===== src/rtl/vic_pkg.sv =====
package vic_pkg;

  typedef enum logic [1:0] {
    ST_IDLE  = 2'd0,
    ST_ARMED = 2'd1,
    ST_FEED  = 2'd2
  } vic_state_e;

  localparam logic [7:0] CALL_OPCODE = 8'hCD;

  function automatic logic [7:0] restart_byte(input logic [2:0] num);
    return {2'b11, num, 3'b111};
  endfunction

endpackage


===== src/rtl/vic_regs.sv =====
module vic_regs #(
  parameter int          N_SRC   = 8,
  parameter logic [15:0] IO_BASE = 16'h0040
) (
  input  logic                   clk,
  input  logic                   rst_n,
  input  logic [15:0]            cpu_addr,
  input  logic                   io_wr,
  input  logic [7:0]             io_wdata,
  output logic [N_SRC-1:0]       mask,
  output logic                   full_mode,
  output logic [N_SRC-1:0][15:0] vec
);

  localparam int NREG = 2 + 2 * N_SRC;

  logic [16:0] off;
  logic        hit;

  assign off = {1'b0, cpu_addr} - {1'b0, IO_BASE};
  assign hit = io_wr && (off < 17'(NREG));

  always_ff @(posedge clk) begin
    if (!rst_n) begin
      mask      <= '0;
      full_mode <= 1'b1;
    end else if (hit) begin
      if (off == 17'd0) mask      <= io_wdata[N_SRC-1:0];
      if (off == 17'd1) full_mode <= io_wdata[0];
    end
  end

  for (genvar i = 0; i < N_SRC; i++) begin : g_vec
    always_ff @(posedge clk) begin
      if (!rst_n) begin
        vec[i] <= '0;
      end else if (hit) begin
        if (off == 17'(2 + 2 * i)) vec[i][7:0]  <= io_wdata;
        if (off == 17'(3 + 2 * i)) vec[i][15:8] <= io_wdata;
      end
    end
  end

endmodule


===== src/rtl/vic_pending.sv =====
module vic_pending #(
  parameter int N_SRC = 8,
  parameter int IDX_W = 3
) (
  input  logic             clk,
  input  logic             rst_n,
  input  logic [N_SRC-1:0] src_irq,
  input  logic [N_SRC-1:0] mask,
  input  logic             clr_en,
  input  logic [IDX_W-1:0] clr_idx,
  output logic             any_elig,
  output logic [IDX_W-1:0] win_idx
);

  logic [N_SRC-1:0] src_q;
  logic [N_SRC-1:0] pend;
  logic [N_SRC-1:0] clr_vec;
  logic [N_SRC-1:0] elig;

  always_comb begin
    clr_vec = '0;
    if (clr_en) clr_vec[clr_idx] = 1'b1;
  end

  always_ff @(posedge clk) begin
    if (!rst_n) begin
      src_q <= '0;
      pend  <= '0;
    end else begin
      src_q <= src_irq;
      pend  <= (pend & ~clr_vec) | (src_irq & ~src_q);
    end
  end

  assign elig     = pend & ~mask;
  assign any_elig = |elig;

  always_comb begin
    win_idx = '0;
    for (int i = N_SRC - 1; i >= 0; i--) begin
      if (elig[i]) win_idx = IDX_W'(i);
    end
  end

endmodule


===== src/rtl/vic_deliver.sv =====
module vic_deliver
  import vic_pkg::*;
#(
  parameter int N_SRC = 8,
  parameter int IDX_W = 3
) (
  input  logic                   clk,
  input  logic                   rst_n,
  input  logic                   full_mode,
  input  logic [N_SRC-1:0][15:0] vec,
  input  logic                   any_elig,
  input  logic [IDX_W-1:0]       win_idx,
  input  logic                   int_ack,
  input  logic                   readint,
  input  logic                   mem_rd,
  output logic                   int_req,
  output logic [7:0]             bus_dout,
  output logic                   bus_oe,
  output logic                   clr_en,
  output logic [IDX_W-1:0]       clr_idx,
  output vic_state_e             state,
  output logic [1:0]             cnt,
  output logic [IDX_W-1:0]       sel,
  output logic                   mode_q
);

  logic        rd_q;
  logic        rd_end;
  logic        last;
  logic [15:0] tgt;
  logic [2:0]  sel3;

  assign rd_end = rd_q && !mem_rd;
  assign last   = mode_q ? (cnt == 2'd2) : (cnt == 2'd0);
  assign tgt    = vec[sel];
  assign sel3   = 3'(sel);

  assign int_req = (state == ST_IDLE) && any_elig;
  assign clr_en  = (state == ST_FEED) && rd_end && last;
  assign clr_idx = sel;
  assign bus_oe  = (state != ST_IDLE) && readint && mem_rd;

  always_comb begin
    case (cnt)
      2'd0:    bus_dout = mode_q ? CALL_OPCODE : restart_byte(sel3);
      2'd1:    bus_dout = tgt[7:0];
      default: bus_dout = tgt[15:8];
    endcase
  end

  always_ff @(posedge clk) begin
    if (!rst_n) begin
      state  <= ST_IDLE;
      cnt    <= '0;
      sel    <= '0;
      mode_q <= 1'b1;
      rd_q   <= 1'b0;
    end else begin
      rd_q <= mem_rd;
      case (state)
        ST_IDLE: begin
          cnt <= '0;
          if (int_ack && any_elig) begin
            state  <= ST_ARMED;
            sel    <= win_idx;
            mode_q <= full_mode;
          end
        end
        ST_ARMED: begin
          if (readint) state <= ST_FEED;
        end
        ST_FEED: begin
          if (rd_end) begin
            if (last) begin
              state <= ST_IDLE;
              cnt   <= '0;
            end else begin
              cnt <= cnt + 2'd1;
            end
          end else if (!readint) begin
            state <= ST_IDLE;
            cnt   <= '0;
          end
        end
        default: state <= ST_IDLE;
      endcase
    end
  end

endmodule


===== src/rtl/vic_top.sv =====
module vic_top
  import vic_pkg::*;
#(
  parameter int          N_SRC   = 8,
  parameter logic [15:0] IO_BASE = 16'h0040
) (
  input  logic             clk,
  input  logic             rst_n,
  input  logic [N_SRC-1:0] src_irq,
  input  logic [15:0]      cpu_addr,
  input  logic             io_wr,
  input  logic [7:0]       io_wdata,
  input  logic             mem_rd,
  input  logic             readint,
  input  logic             int_ack,
  output logic             int_req,
  output logic [7:0]       bus_dout,
  output logic             bus_oe
);

  localparam int IDX_W = (N_SRC > 1) ? $clog2(N_SRC) : 1;

  logic [N_SRC-1:0]       mask;
  logic                   full_mode;
  logic [N_SRC-1:0][15:0] vec;
  logic                   any_elig;
  logic [IDX_W-1:0]       win_idx;
  logic                   clr_en;
  logic [IDX_W-1:0]       clr_idx;
  vic_state_e             state;
  logic [1:0]             cnt;
  logic [IDX_W-1:0]       sel;
  logic                   mode_q;

  vic_regs #(.N_SRC(N_SRC), .IO_BASE(IO_BASE)) u_regs (
    .clk      (clk),
    .rst_n    (rst_n),
    .cpu_addr (cpu_addr),
    .io_wr    (io_wr),
    .io_wdata (io_wdata),
    .mask     (mask),
    .full_mode(full_mode),
    .vec      (vec)
  );

  vic_pending #(.N_SRC(N_SRC), .IDX_W(IDX_W)) u_pend (
    .clk     (clk),
    .rst_n   (rst_n),
    .src_irq (src_irq),
    .mask    (mask),
    .clr_en  (clr_en),
    .clr_idx (clr_idx),
    .any_elig(any_elig),
    .win_idx (win_idx)
  );

  vic_deliver #(.N_SRC(N_SRC), .IDX_W(IDX_W)) u_dlv (
    .clk      (clk),
    .rst_n    (rst_n),
    .full_mode(full_mode),
    .vec      (vec),
    .any_elig (any_elig),
    .win_idx  (win_idx),
    .int_ack  (int_ack),
    .readint  (readint),
    .mem_rd   (mem_rd),
    .int_req  (int_req),
    .bus_dout (bus_dout),
    .bus_oe   (bus_oe),
    .clr_en   (clr_en),
    .clr_idx  (clr_idx),
    .state    (state),
    .cnt      (cnt),
    .sel      (sel),
    .mode_q   (mode_q)
  );

endmodule


===== config.mk =====
export PLATFORM = sky130hd
export DESIGN_NAME = vic_top
export DESIGN_NICKNAME = d
export VERILOG_FILES = /design/src/rtl/vic_pkg.sv /design/src/rtl/vic_regs.sv /design/src/rtl/vic_pending.sv /design/src/rtl/vic_deliver.sv /design/src/rtl/vic_top.sv
export SDC_FILE = /design/constraint.sdc
export NUM_CORES = 1
export LEC_CHECK = 0
export CAP_MARGIN = 10
export CORE_ASPECT_RATIO = 1.5
export CORE_MARGIN = 1.5
export CORE_UTILIZATION = 50
export CTS_CLUSTER_DIAMETER = 200
export CTS_CLUSTER_SIZE = 30
export DETAILED_ROUTE_END_ITERATION = 8
export DONT_BUFFER_PORTS = 1
export HOLD_SLACK_MARGIN = 0.15
export PLACE_DENSITY_LB_ADDON = 0.3
export SYNTH_ARGS = -nofsm -noshare
export SYNTH_HDL_FRONTEND = slang
export SYNTH_SLANG_ARGS = --single-unit
export TNS_END_PERCENT = 5

===== constraint.sdc =====
create_clock -name clk -period 2.2 [get_ports clk]
set_clock_uncertainty 0.1 [all_clocks]
set_input_delay 0.22 -clock clk [delete_from_list [all_inputs] [get_ports clk]]
set_output_delay 0.22 -clock clk [all_outputs]
set_load 0.005 [all_outputs]

**Word level (Yosys, flattened, before mapping)**

Cells that the tools add are included.

- Register bits after elaboration: 162
- Latch bits: 0
- Memory bits (writable): 0
- Bits in read-only memories: 0
- Bits of input ports: 38
- Output and inout port bits: 10
- Logic and storage cells: 124
- Memories kept: 0

- $add $sub $neg: 2
- Multipliers: 0
- Divide/modulo/power cells: 0
- Magnitude comparators: 3
- Equality and inequality tests: 25
- Shift operators: 0
- Muxes and demuxes: 25
- Bitwise logic cells: 7
- Reductions and logical operators: 37

Operator list:

| operator | number |
|---|---|
| $eq A17 B4 Y1 const B | 8 |
| $eq A17 B3 Y1 const B | 4 |
| $bmux W16 S3 | 1 |
| $reduce_and A2 Y1 | 20 |
| $eq A17 B2 Y1 const B | 2 |
| $eq A17 B5 Y1 const B | 2 |
| $and A8 B8 Y8 | 3 |
| $mux W3 | 8 |
| $not A8 Y8 | 3 |
| $eq A17 B1 Y1 const B | 1 |
| $logic_not A17 Y1 | 1 |
| $lt A17 B5 Y1 const B | 1 |
| $sub A16 B7 Y17 const B | 1 |
| $mux W16 | 1 |
| $pmux W8 S2 | 1 |
| $mux W2 | 7 |
| $logic_and A1 B1 Y1 | 9 |
| $mux W8 | 1 |
| $or A8 B8 Y8 | 1 |
| $reduce_or A8 Y1 | 1 |
| $mux W6 | 1 |
| $pmux W2 S3 | 1 |
| $eq A2 B1 Y1 const B | 2 |
| $eq A2 B2 Y1 const B | 2 |
| 13 further kinds | 17 |

**Depth between registers and ports, before layout**

Gate-level depths: netlist of the first run.

- Word-level depth: 10
- Mapped depth: 9

**By module**

Synthesis of the first run repeated with hierarchy kept, for this count alone.

- Cells, all modules: 713
- Area, all modules: 7642.3 um^2

Modules (own cells, without submodules):

| module | instances | cells each | area an instance (um^2) |
|---|---|---|---|
| vic_regs | 1 | 504 | 5341.4 |
| vic_deliver | 1 | 132 | 1575.3 |
| vic_pending | 1 | 77 | 725.7 |

**Least setup slack after synthesis of the first run**

OpenSTA, ideal clock, no wires.

- Kind: input to register
- Start point: in cpu_addr[11]
- End point: reg u_regs.mask[0]
- Arrival time: 1896 ps
- Slack: 88 ps
- Stages: 7
- Path buffers: 2
- Path through: or4b_4 > nor4b_4 > buf_12 > nand4b_4 > buf_6 > mux2i_1 > nor2b_1

- Longest elaborated chain between the ends: 4

Ends and longest elaborated chain:

| what | RTL line | text |
|---|---|---|
| from (decl) | vic_top.sv:10 | `input logic [15:0] cpu_addr,` |
| $sub A16 B7 Y17 * | vic_regs.sv:20 | `assign off = {1'b0, cpu_addr} - {1'b0, IO_BASE};` |
| $lt A17 B5 Y1 | vic_regs.sv:21 | `assign hit = io_wr && (off < 17'(NREG));` |
| $logic_and A1 B1 Y1 | vic_regs.sv:21 |  |
| $reduce_and A2 Y1 (no source line) * | - |  |
| to (signal assigned) | vic_regs.sv:28 | `if (off == 17'd0) mask <= io_wdata[N_SRC-1:0];` |
| to (decl) | vic_regs.sv:10 | `output logic [N_SRC-1:0] mask,` |

Every way passes the cells marked *; elsewhere a longest branch is shown, timed or not.
A chain may end at the register's enable or synchronous reset.

**Final worst setup path of the first run**

- Start point: reg u_dlv.sel[1] (netlist: u_dlv.clr_idx[1])
- End point: out bus_dout[0]

- Longest elaborated chain between the ends: 3

Ends and longest elaborated chain:

| what | RTL line | text |
|---|---|---|
| from (decl) | vic_deliver.sv:23 | `output logic [IDX_W-1:0] sel,` |
| from (signal assigned) | vic_deliver.sv:65 | `sel <= win_idx;` |
| $bmux W16 S3 | vic_deliver.sv:35 | `assign tgt = vec[sel];` |
| $mux W16 (not written as such) | vic_deliver.sv:35 |  |
| $pmux W8 S2 | vic_deliver.sv:44 | `case (cnt)` |
| to (decl) | vic_top.sv:17 | `output logic [7:0] bus_dout,` |

No other way between the ends. The select of a mux whose other input is x is not followed.

==> impl_metrics.py, run 1 <==
metrics = {
    "status": {
        "status": "finished with violations",
        "violations": "negative setup slack",
    },
    "synth": {
        "synth_nets": 829,
        "syn-cell-area_um2": 7510,
        "yosysWarnings": 0,
        "synth_cells": 786,
        "yosys_most_used_dff": "dfxtp_1",
        "netlist.area_leader.share_pct": 43.2,
        "async_flop_share_pct": 0,
        "synth_seq_cells": 162,
        "avgSynthCellArea_um2": 9.55,
        "synth-edff-count": 0,
        "yosysSeqAreaShare_pct": 43.2,
        "synth_top_area_cell": "dfxtp_1",
        "synthDistinctLibCells": 63,
        "ys_top_cells_by_area": "dfxtp_1, mux2i_1, o21ai_0",
    },
    "cts": {
        "root_buffer": "clkbuf_16",
        "ctsHtreeMaxLevel": 4,
        "cts_sinks": 162,
        "clkLatencyLatePin_ps": 430,
        "cts_made_buffers": 17,
        "clk_pin_slew_ps": 70,
        "cts_buffer_depth": 2,
        "cts_tree": "yes",
    },
    "hold_path": {
        "holdPathEnd": "u_regs.vec[7]",
        "min_from": "cpu_addr[1]",
        "holdPathStages": 4,
        "hold_path_class": "in -> reg",
    },
    "routing": {
        "drt-vias-per-instance": 6.31,
        "num_vias": 6901,
        "routed_wirelength_um": 25100,
        "ant_nets": 0,
        "wire_per_inst_um": 22.9,
        "drc": 0,
        "drt_iter0_drc": 684,
        "firstDrtPassIters": 5,
    },
    "cells_and_area": {
        "fillers": 1051,
        "syn_to_final_growth_pct": 29.9,
        "nNetsFinal": 928,
        "fin_util_pct": 66.8,
        "drive_above_1_share_pct": 18.4,
        "regArea_um2": 3250,
        "multi_input_area_um2": 4140,
        "n_antenna_cell": 0,
    },
    "placement": {
        "portBuffers": 0,
        "place_hpwl_um": 14300,
        "place_congestion": 0.949,
    },
    "timing": {
        "min_period_ps": 2420,
        "setup_viol": 9,
        "max_freq_mhz": 413,
        "setup_ws_ps": -222,
        "grt_setup_unrepaired": "true",
        "final.period_utilization_pct": 110,
        "drv_slew": 0,
        "hold_viol": 0,
        "worstMarginPinSlew_ps": 584,
        "relSlewSlack_pct": 61.1,
    },
    "critical_path": {
        "arrival_ps": 2100,
        "crit_top_cell": "buf_12",
        "r2r-end": "u_dlv.state[1]",
        "crit_start": "u_dlv.clr_idx[1]",
        "cp-end-kind": "output pin",
        "cp_slowest_stage_delay_ps": 420,
        "slowest_stage": "dfxtp_4",
        "crit_chain": "buf_12 > buf_12 > mux2_2 > a21oi_2 > o221ai_1 > a21oi_1 > a31oi_1",
        "worst-path-max-fanout": 5,
        "timing.rr.start": "u_dlv.cnt[0]",
        "path_buf_inv": 2,
        "r2r_slack_ps": 130,
        "crit_required_ps": 1880,
        "cp-start-kind": "flop",
        "r2r_cells": 8,
        "crit_family": "compound AO/OA/AOI/OAI gates",
        "timing_worst_setup_path_type": "reg -> out",
    },
    "power": {
        "powerDensity_nw_per_um2": 695,
        "ir_drop_mv": 0.582,
        "leakagePower_uw": 0.00410,
        "power_uw": 6780,
    },
    "global_routing": {
        "track_usage_pct": 30.7,
        "grt_max_degree": 108,
        "antenna_found_initial": 0,
        "grt_pass1_vias": 6914,
        "overflow": 0,
        "grt_pass1_wl_um": 36300,
    },
    "floorplan": {
        "start_util_pct": 51.4,
        "design.die.area_um2": 15800,
        "io_pins": 48,
        "core_area_um2": 14600,
        "fp.dieW_um": 103,
        "rows": 54,
        "die_h_um": 153,
    },
    "job": {
        "maxCapViolations": 0,
    },
}
[final cells by class]
class,instances,share of cell area [%]
timing repair buffer,138,15.0
inverter,7,0.308
multi-input combinational,559,42.5
clock buffer,22,5.07
clock inverter,10,1.26
tap,196,2.51
sequential,162,33.4
[what timing repair did]
| item | in CTS | in global routing |
|---|---|---|
| endpoints found under the hold margin | 162 | 8 |
| buffers inserted | 13 | 2 |
| hold buffers | 80 | 6 |
| cloned | 2 | 0 |
| resized for setup | 54 | 41 |
| pin swaps | 9 | 14 |
| endpoints found under the setup margin | 9 | 57 |
[cell families after synthesis]
family          share of synthesized area, %
mux                                     15.4
simple gates                            22.6
compound gates                          13.2
buf+inv                                 4.67
xor+xnor                               0.117
flops                                   43.2
fa+ha+maj                              0.833
[power by group]
part / internal [uW] / switching [uW] / leakage, uW
clock: 1830 / 1250 / 0.000307
sequential: 2960 / 33.4 / 0.00131
combinational: 321 / 385 / 0.00248
total: 5110 / 1670 / 0.00410
[routing by layer]
layer  global-route usage (%)  vias up  share of wire (%)
li1                         -     3025                  -
met1                     30.9     3357                 35
met2                     53.9      361                 50
met3                     6.17      158                6.8
met4                     22.9        0                8.1
met5                        0        -                  0
[stage by stage]
step | area, um2 | std cells | setup WS [ps] | TNS [ps] | hold WS, ps
after floorplan | 7510 | 786 | 88.2 | 0 | 242
after global placement | 7720 | 959 | 49.8 | 0 | 208
after detailed placement | 7720 | 959 | 36.8 | 0 | 206
after CTS | 9500 | 1086 | -96.6 | -640 | 151
after global routing | 9750 | 1094 | -289 | -2500 | 155
final | 9750 | 1094 | -222 | -1220 | 145
[cells in the mapped netlist, drive strengths merged, types with 6 or more instances]
cell type and number:
inv 6, clkbuf 32, a31oi 7, nand2 44, mux2i 85, nor3 6
mux2 15, nand4 6, and2 14, nor2 18, a22oi 6, mux4 6
a21oi 13, nor2b 69, a21boi 9, o21ai 94, nand2b 17, buf 26
dfxtp 162, nand3 88, a221oi 7
[worst max-delay path by stage]
stage / end / slack [ps] / cells past startpoint
finish: bus_dout[0] / -220 / 7
CTS: bus_dout[5] / -100 / 7
detailed placement: bus_dout[4] / 40 / 5
global route: bus_dout[0] / -290 / 7
floorplan: u_regs.mask[0] / 90 / 7
global placement: bus_dout[4] / 50 / 5
[flip-flops by register name, indices dropped and copies added (netlist names)]
signal,flops
u_dlv.cnt,2
u_dlv.clr_idx,3
u_dlv.mode_q,1
u_pend.src_q,8
u_regs.full_mode,1
u_regs.vec,128
u_pend.pend,8
u_dlv.state,2
u_dlv.rd_q,1
u_regs.mask,8
[worst min-delay path, cell delays in order]
cell	delay, ps
nand4_2	50
buf_6	170
mux2i_1	90
nor2b_1	100
[layout by cell type (no fill, tap or decap), types with 4 or more instances in the layout]
cell type       count
dfxtp_1           159
o21ai_0            88
mux2i_1            80
nand3_1            79
dlygate4sd3_1      78
nor2b_1            65
nand2_1            43
buf_4              29
clkbuf_16          17
nand2b_1           16
nor2_1             14
mux2_2             13
and2_1             13
buf_6              12
a21oi_1            10
a21boi_0            9
nand3_4             9
dlymetal6s4s_1      7
inv_1               6
mux4_2              6
a22oi_1             5
o22ai_1             5
a31oi_1             5
o21ai_1             5
a221oi_2            5
o31ai_1             5
mux2i_2             5
and3_1              5
nand4_2             5
clkbuf_8            5
clkinv_4            5
buf_12              5
nor3_1              4
ha_1                4
buf_8               4
Power figures use the tool's default switching activity.
==> inputs of run 2 (changes only) <==
- CORE_UTILIZATION: 50 -> 37
- CTS_BUF_LIST: default -> sky130_fd_sc_hd__clkbuf_4
==> impl_metrics.py, run 2 (same netlist as run 1, synthesis figures left out) <==
metrics = {
    "cts": {
        "ctsHtreeMaxLevel": 4,
        "cts_buffer_depth": 2,
        "root_buffer": "clkbuf_4",
        "cts_made_buffers": 17,
        "clkLatencyLatePin_ps": 580,
        "clk_pin_slew_ps": 150,
        "cts_tree": "yes",
        "cts_sinks": 162,
    },
    "timing": {
        "final.period_utilization_pct": 115,
        "grt_setup_unrepaired": "true",
        "drv_slew": 0,
        "hold_viol": 0,
        "setup_ws_ps": -326,
        "relSlewSlack_pct": 57.6,
        "max_freq_mhz": 396,
        "min_period_ps": 2530,
        "worstMarginPinSlew_ps": 630,
        "setup_tns_ps": -2020,
        "setup_viol": 8,
    },
    "cells_and_area": {
        "syn_to_final_growth_pct": 23.7,
        "final_cell_mix": "dfxtp_1, o21ai_0, mux2i_1",
        "fin_util_pct": 46.7,
        "drive_above_1_share_pct": 18.5,
        "fillers": 1914,
        "mostFrequentLayoutCell": "dfxtp_1",
        "top_register": "u_regs.vec",
        "nNetsFinal": 929,
        "largest_reg_flops": 128,
    },
    "floorplan": {
        "die_h_um": 177,
        "start_util_pct": 37.8,
        "design.die.area_um2": 21200,
        "fp.dieW_um": 119,
        "core_area_um2": 19900,
        "io_pins": 48,
        "rows": 63,
    },
    "global_routing": {
        "grt_max_degree": 123,
        "grt_pass1_vias": 6024,
        "antenna_found_initial": 1,
        "overflow": 0,
        "grt_pass1_wl_um": 34000,
        "track_usage_pct": 20.9,
    },
    "routing": {
        "drt_iter0_drc": 492,
        "routed_wirelength_um": 21900,
        "firstDrtPassIters": 8,
        "drt-vias-per-instance": 5.32,
        "ant_nets": 0,
        "drc": 0,
        "num_vias": 6166,
        "wire_per_inst_um": 18.9,
    },
    "critical_path": {
        "path_depth": 4,
        "timing_worst_setup_path_type": "reg -> out",
        "crit_required_ps": 1880,
        "timing.rr.start": "u_dlv.cnt[0]",
        "arrival_ps": 2210,
        "cp_slowest_stage_delay_ps": 540,
        "r2r-end": "u_pend.pend[6]",
        "slowest_stage": "mux4_2",
        "crit_end": "bus_dout[3]",
        "path_buf_inv": 1,
        "crit_start": "u_dlv.clr_idx[0]",
        "worst-path-max-fanout": 8,
        "crit_chain": "mux4_2 > mux2i_2 > o311ai_2 > buf_4",
        "cp-end-kind": "output pin",
        "crit_family": "multiplexers",
        "cp-start-kind": "flop",
        "r2r_slack_ps": 130,
        "r2r_cells": 7,
    },
    "placement": {
        "place_hpwl_um": 14400,
        "portBuffers": 0,
        "place_congestion": 0.813,
    },
    "hold_path": {
        "hold_path_class": "in -> reg",
        "min_from": "cpu_addr[4]",
    },
    "power": {
        "leakagePower_uw": 0.00374,
        "ir_drop_mv": 0.335,
        "powerDensity_nw_per_um2": 574,
        "power_uw": 5330,
    },
    "status": {
        "status": "finished with violations",
        "violations": "negative setup slack",
    },
    "job": {
        "maxCapViolations": 0,
    },
}
[run 2: worst min path at each step]
| stage | endpoint | slack [ps] | cells after the start |
|---|---|---|---|
| final | u_regs.vec[123] | 170 | 4 |
| after global routing | u_regs.vec[49] | 160 | 5 |
| after CTS | u_regs.vec[126] | 160 | 4 |
| after detailed placement | u_dlv.mode_q | 210 | 1 |
| after global placement | u_dlv.mode_q | 200 | 1 |
| after floorplan | u_dlv.rd_q | 240 | 1 |
[run 2: per-layer routing]
layer / global-route usage [%] / vias up / part of all wire (%)
li1: - / 3036 / -
met1: 24.3 / 2959 / 41
met2: 38.1 / 133 / 52
met3: 3.37 / 38 / 3.6
met4: 8.33 / 0 / 3.2
met5: 0 / - / 0
[run 2: what timing repair did]
| item | CTS | global route |
|---|---|---|
| pin swaps | 11 | 7 |
| gates resized for setup | 53 | 12 |
| endpoints found under the setup margin | 9 | 14 |
| endpoints found under the hold margin | 162 | 0 |
| buffers inserted | 7 | 0 |
| hold buffers | 84 | 0 |
| gates cloned | 0 | 0 |
[run 2: power by group]
part | internal, uW | total [uW] | switching [uW] | leakage [uW]
clock | 588 | 1710 | 1120 | 0.000145
sequential | 2960 | 2990 | 29.8 | 0.00131
combinational | 285 | 628 | 343 | 0.00228
[run 2: cell type report]
class / count / area (um2) / area share [%]
Multi-Input combinational cell: 559 / 4060 / 43.7
Sequential cell: 162 / 3260 / 35.1
Timing Repair Buffer: 139 / 1340 / 14.5
Tap cell: 260 / 325 / 3.50
Clock buffer: 18 / 135 / 1.46
Clock inverter: 14 / 130 / 1.40
Inverter: 7 / 26.3 / 0.283
Antenna cell: 1 / 2.50 / 0.0270
[run 2: worst register-to-register path, delay by kind of cell, from the launching register on]
family / cells / cell delay [ps]
buffers and inverters: 2 / 640
DFF: 1 / 360
and+or+nand+nor: 1 / 360
AOI/OAI and AO/OA: 2 / 270
adders and majority gates: 1 / 190
muxes: 1 / 80
[run 2: per-stage QoR]
stage	cell area (um2)	hold slack (ps)	instances	worst slack, ps
detailed placement	7910	206	1037	-32.0
global route	9290	159	1160	-395
floorplan	7510	242	786	88.2
CTS	9250	159	1159	-316
global placement	7910	205	1037	-53.3
finish	9290	173	1160	-326
==> inputs of run 3 (changes only) <==
--- a/constraint.sdc
+++ b/constraint.sdc
@@ -4,2 +4,2 @@
 set_output_delay 0.22 -clock clk [all_outputs]
-set_load 0.005 [all_outputs]
+set_load 0.02 [all_outputs]
==> impl_metrics.py, run 3 (same netlist as run 1, synthesis figures left out) <==
metrics = {
    "power": {
        "powerDensity_nw_per_um2": 602,
        "pwr-share-comb_pct": 12.1,
        "power_switching_uw": 1490,
        "switching_share_pct": 26.1,
        "pwr-share-seq_pct": 52.5,
        "leakagePower_uw": 0.00381,
        "internal-power_uw": 4210,
        "ir_drop_mv": 0.292,
        "clockPowerShare_pct": 35.5,
    },
    "floorplan": {
        "design.die.area_um2": 21200,
        "die_h_um": 177,
        "fp.dieW_um": 119,
        "start_util_pct": 37.8,
        "rows": 63,
        "core_area_um2": 19900,
        "io_pins": 48,
    },
    "routing": {
        "wire_per_inst_um": 19.3,
        "firstDrtPassIters": 5,
        "drt_iter0_drc": 426,
        "num_vias": 6243,
        "drc": 0,
        "drt-vias-per-instance": 5.36,
        "ant_nets": 0,
        "routed_wirelength_um": 22500,
    },
    "critical_path": {
        "r2r_slack_ps": 100,
        "timing_worst_setup_path_type": "reg -> out",
        "timing.rr.start": "u_dlv.cnt[0]",
        "arrival_ps": 2330,
        "cp-start-kind": "flop",
        "r2r-end": "u_pend.pend[7]",
        "crit_required_ps": 1880,
        "cp-end-kind": "output pin",
        "r2r_cells": 8,
        "worst-path-max-fanout": 5,
    },
    "placement": {
        "placed_cell_area_um2": 7940,
        "place_hpwl_um": 14400,
        "dp.cells": 1038,
        "place_congestion": 0.842,
        "portBuffers": 0,
        "detailedPlace.worstSlack_ps": -140,
    },
    "timing": {
        "setup_viol": 9,
        "grt_setup_unrepaired": "true",
        "max_freq_mhz": 378,
        "relSlewSlack_pct": 64.9,
        "final.period_utilization_pct": 120,
        "min_period_ps": 2650,
        "setup_ws_ps": -448,
        "drv_slew": 0,
        "hold_viol": 0,
        "worstMarginPinSlew_ps": 527,
    },
    "status": {
        "violations": "negative setup slack",
        "status": "finished with violations",
    },
    "cts": {
        "clkLatencyLatePin_ps": 580,
        "root_buffer": "clkbuf_4",
        "cts_buffer_depth": 2,
        "cts_sinks": 162,
        "clk_pin_slew_ps": 160,
        "ctsHtreeMaxLevel": 4,
        "cts_made_buffers": 17,
        "cts_tree": "yes",
    },
    "cells_and_area": {
        "regArea_um2": 3260,
        "multi_input_area_um2": 4070,
        "nNetsFinal": 934,
        "syn_to_final_growth_pct": 26.0,
        "top_register": "u_regs.vec",
        "final_cells": 1164,
        "drive_above_1_share_pct": 18.1,
        "fin_util_pct": 47.6,
        "fillers": 1899,
        "mostFrequentLayoutCell": "dfxtp_1",
        "final_cell_mix": "dfxtp_1, o21ai_0, dlygate4sd3_1",
        "fin_area_um2": 9460,
        "largest_reg_flops": 128,
    },
    "global_routing": {
        "track_usage_pct": 21.4,
        "antenna_found_initial": 1,
        "grt_pass1_wl_um": 34700,
        "overflow": 0,
        "grt_max_degree": 123,
        "grt_pass1_vias": 6203,
    },
    "hold_path": {
        "holdPathStages": 5,
        "holdPathEnd": "u_regs.vec[17]",
        "min_from": "cpu_addr[14]",
        "hold_path_class": "in -> reg",
    },
    "job": {
        "maxCapViolations": 0,
    },
}
[run 3: changes by cell type in the layout (fill, tap and decap cells not counted), sizes merged]
cell	before	now
clkinv	9	4
clkinvlp	1	3
bufbuf	0	1
bufinv	1	4
clkbuf	18	19
inv	10	8
dlygate4sd3	82	86
[run 3: worst max-delay path: stages (launching register included)]
cell      delay [ps]
dfxtp_4          380
buf_8            130
buf_12           120
buf_16           120
nor2b_4          120
buf_6            110
a32oi_1          160
o21ai_1           90
a32oi_1          160
o211ai_1         150
buf_4            190
[run 3: layout make-up]
| cell class | count | area share (%) |
|---|---|---|
| Antenna cell | 1 | 0.0264 |
| Clock buffer | 19 | 1.51 |
| Clock inverter | 12 | 1.92 |
| Inverter | 7 | 0.278 |
| Multi-Input combinational cell | 559 | 43.0 |
| Sequential cell | 162 | 34.4 |
| Tap cell | 260 | 3.44 |
| Timing Repair Buffer | 144 | 15.4 |
[run 3: worst max path at each step]
stage | cells after the start | startpoint | to | slack (ps)
final | 10 | u_dlv.clr_idx[1] | bus_dout[5] | -450
after global routing | 10 | u_dlv.clr_idx[1] | bus_dout[5] | -540
after CTS | 8 | u_dlv.clr_idx[1] | bus_dout[0] | -460
after detailed placement | 7 | u_dlv.clr_idx[1] | bus_dout[0] | -140
after global placement | 7 | u_dlv.clr_idx[1] | bus_dout[0] | -110
after floorplan | 6 | u_dlv.clr_idx[0] | bus_dout[6] | -30
[run 3: stage by stage]
stage	total power [uW]	setup TNS, ps	hold slack (ps)
after floorplan	3390	-55.2	242
after global placement	3520	-169	200
after detailed placement	3520	-230	204
after CTS	5700	-4690	139
after global routing	5890	-4170	156
final	5700	-3240	167
[run 3: what timing repair did]
action / 4_1_cts / 5_1_grt
pin swaps: 10 / 1
setup buffers: 4 / 1
gates cloned: 2 / 0
hold buffers: 87 / 1
resized for setup: 45 / 12
endpoints found under the setup margin: 9 / 32
endpoints found under the hold margin: 162 / 23
[run 3: layer usage]
metal / vias to the layer above / global-route usage, % / routed length [um]
met5: - / 0 / 0
li1: 3034 / - / -
met1: 2972 / 24.1 / 9060
met4: 0 / 11.2 / 1030
met3: 55 / 3.25 / 893
met2: 182 / 39.0 / 11500
[run 3: power groups by stage]
| stage | sequential, uW | clock, uW | combinational, uW |
|---|---|---|---|
| final | 2990 | 2020 | 687 |
| after global routing | 3000 | 2160 | 729 |
| after CTS | 2990 | 2050 | 667 |
| after detailed placement | 3060 | 0 | 461 |
| after global placement | 3060 | 0 | 460 |
| after floorplan | 3040 | 0 | 349 |
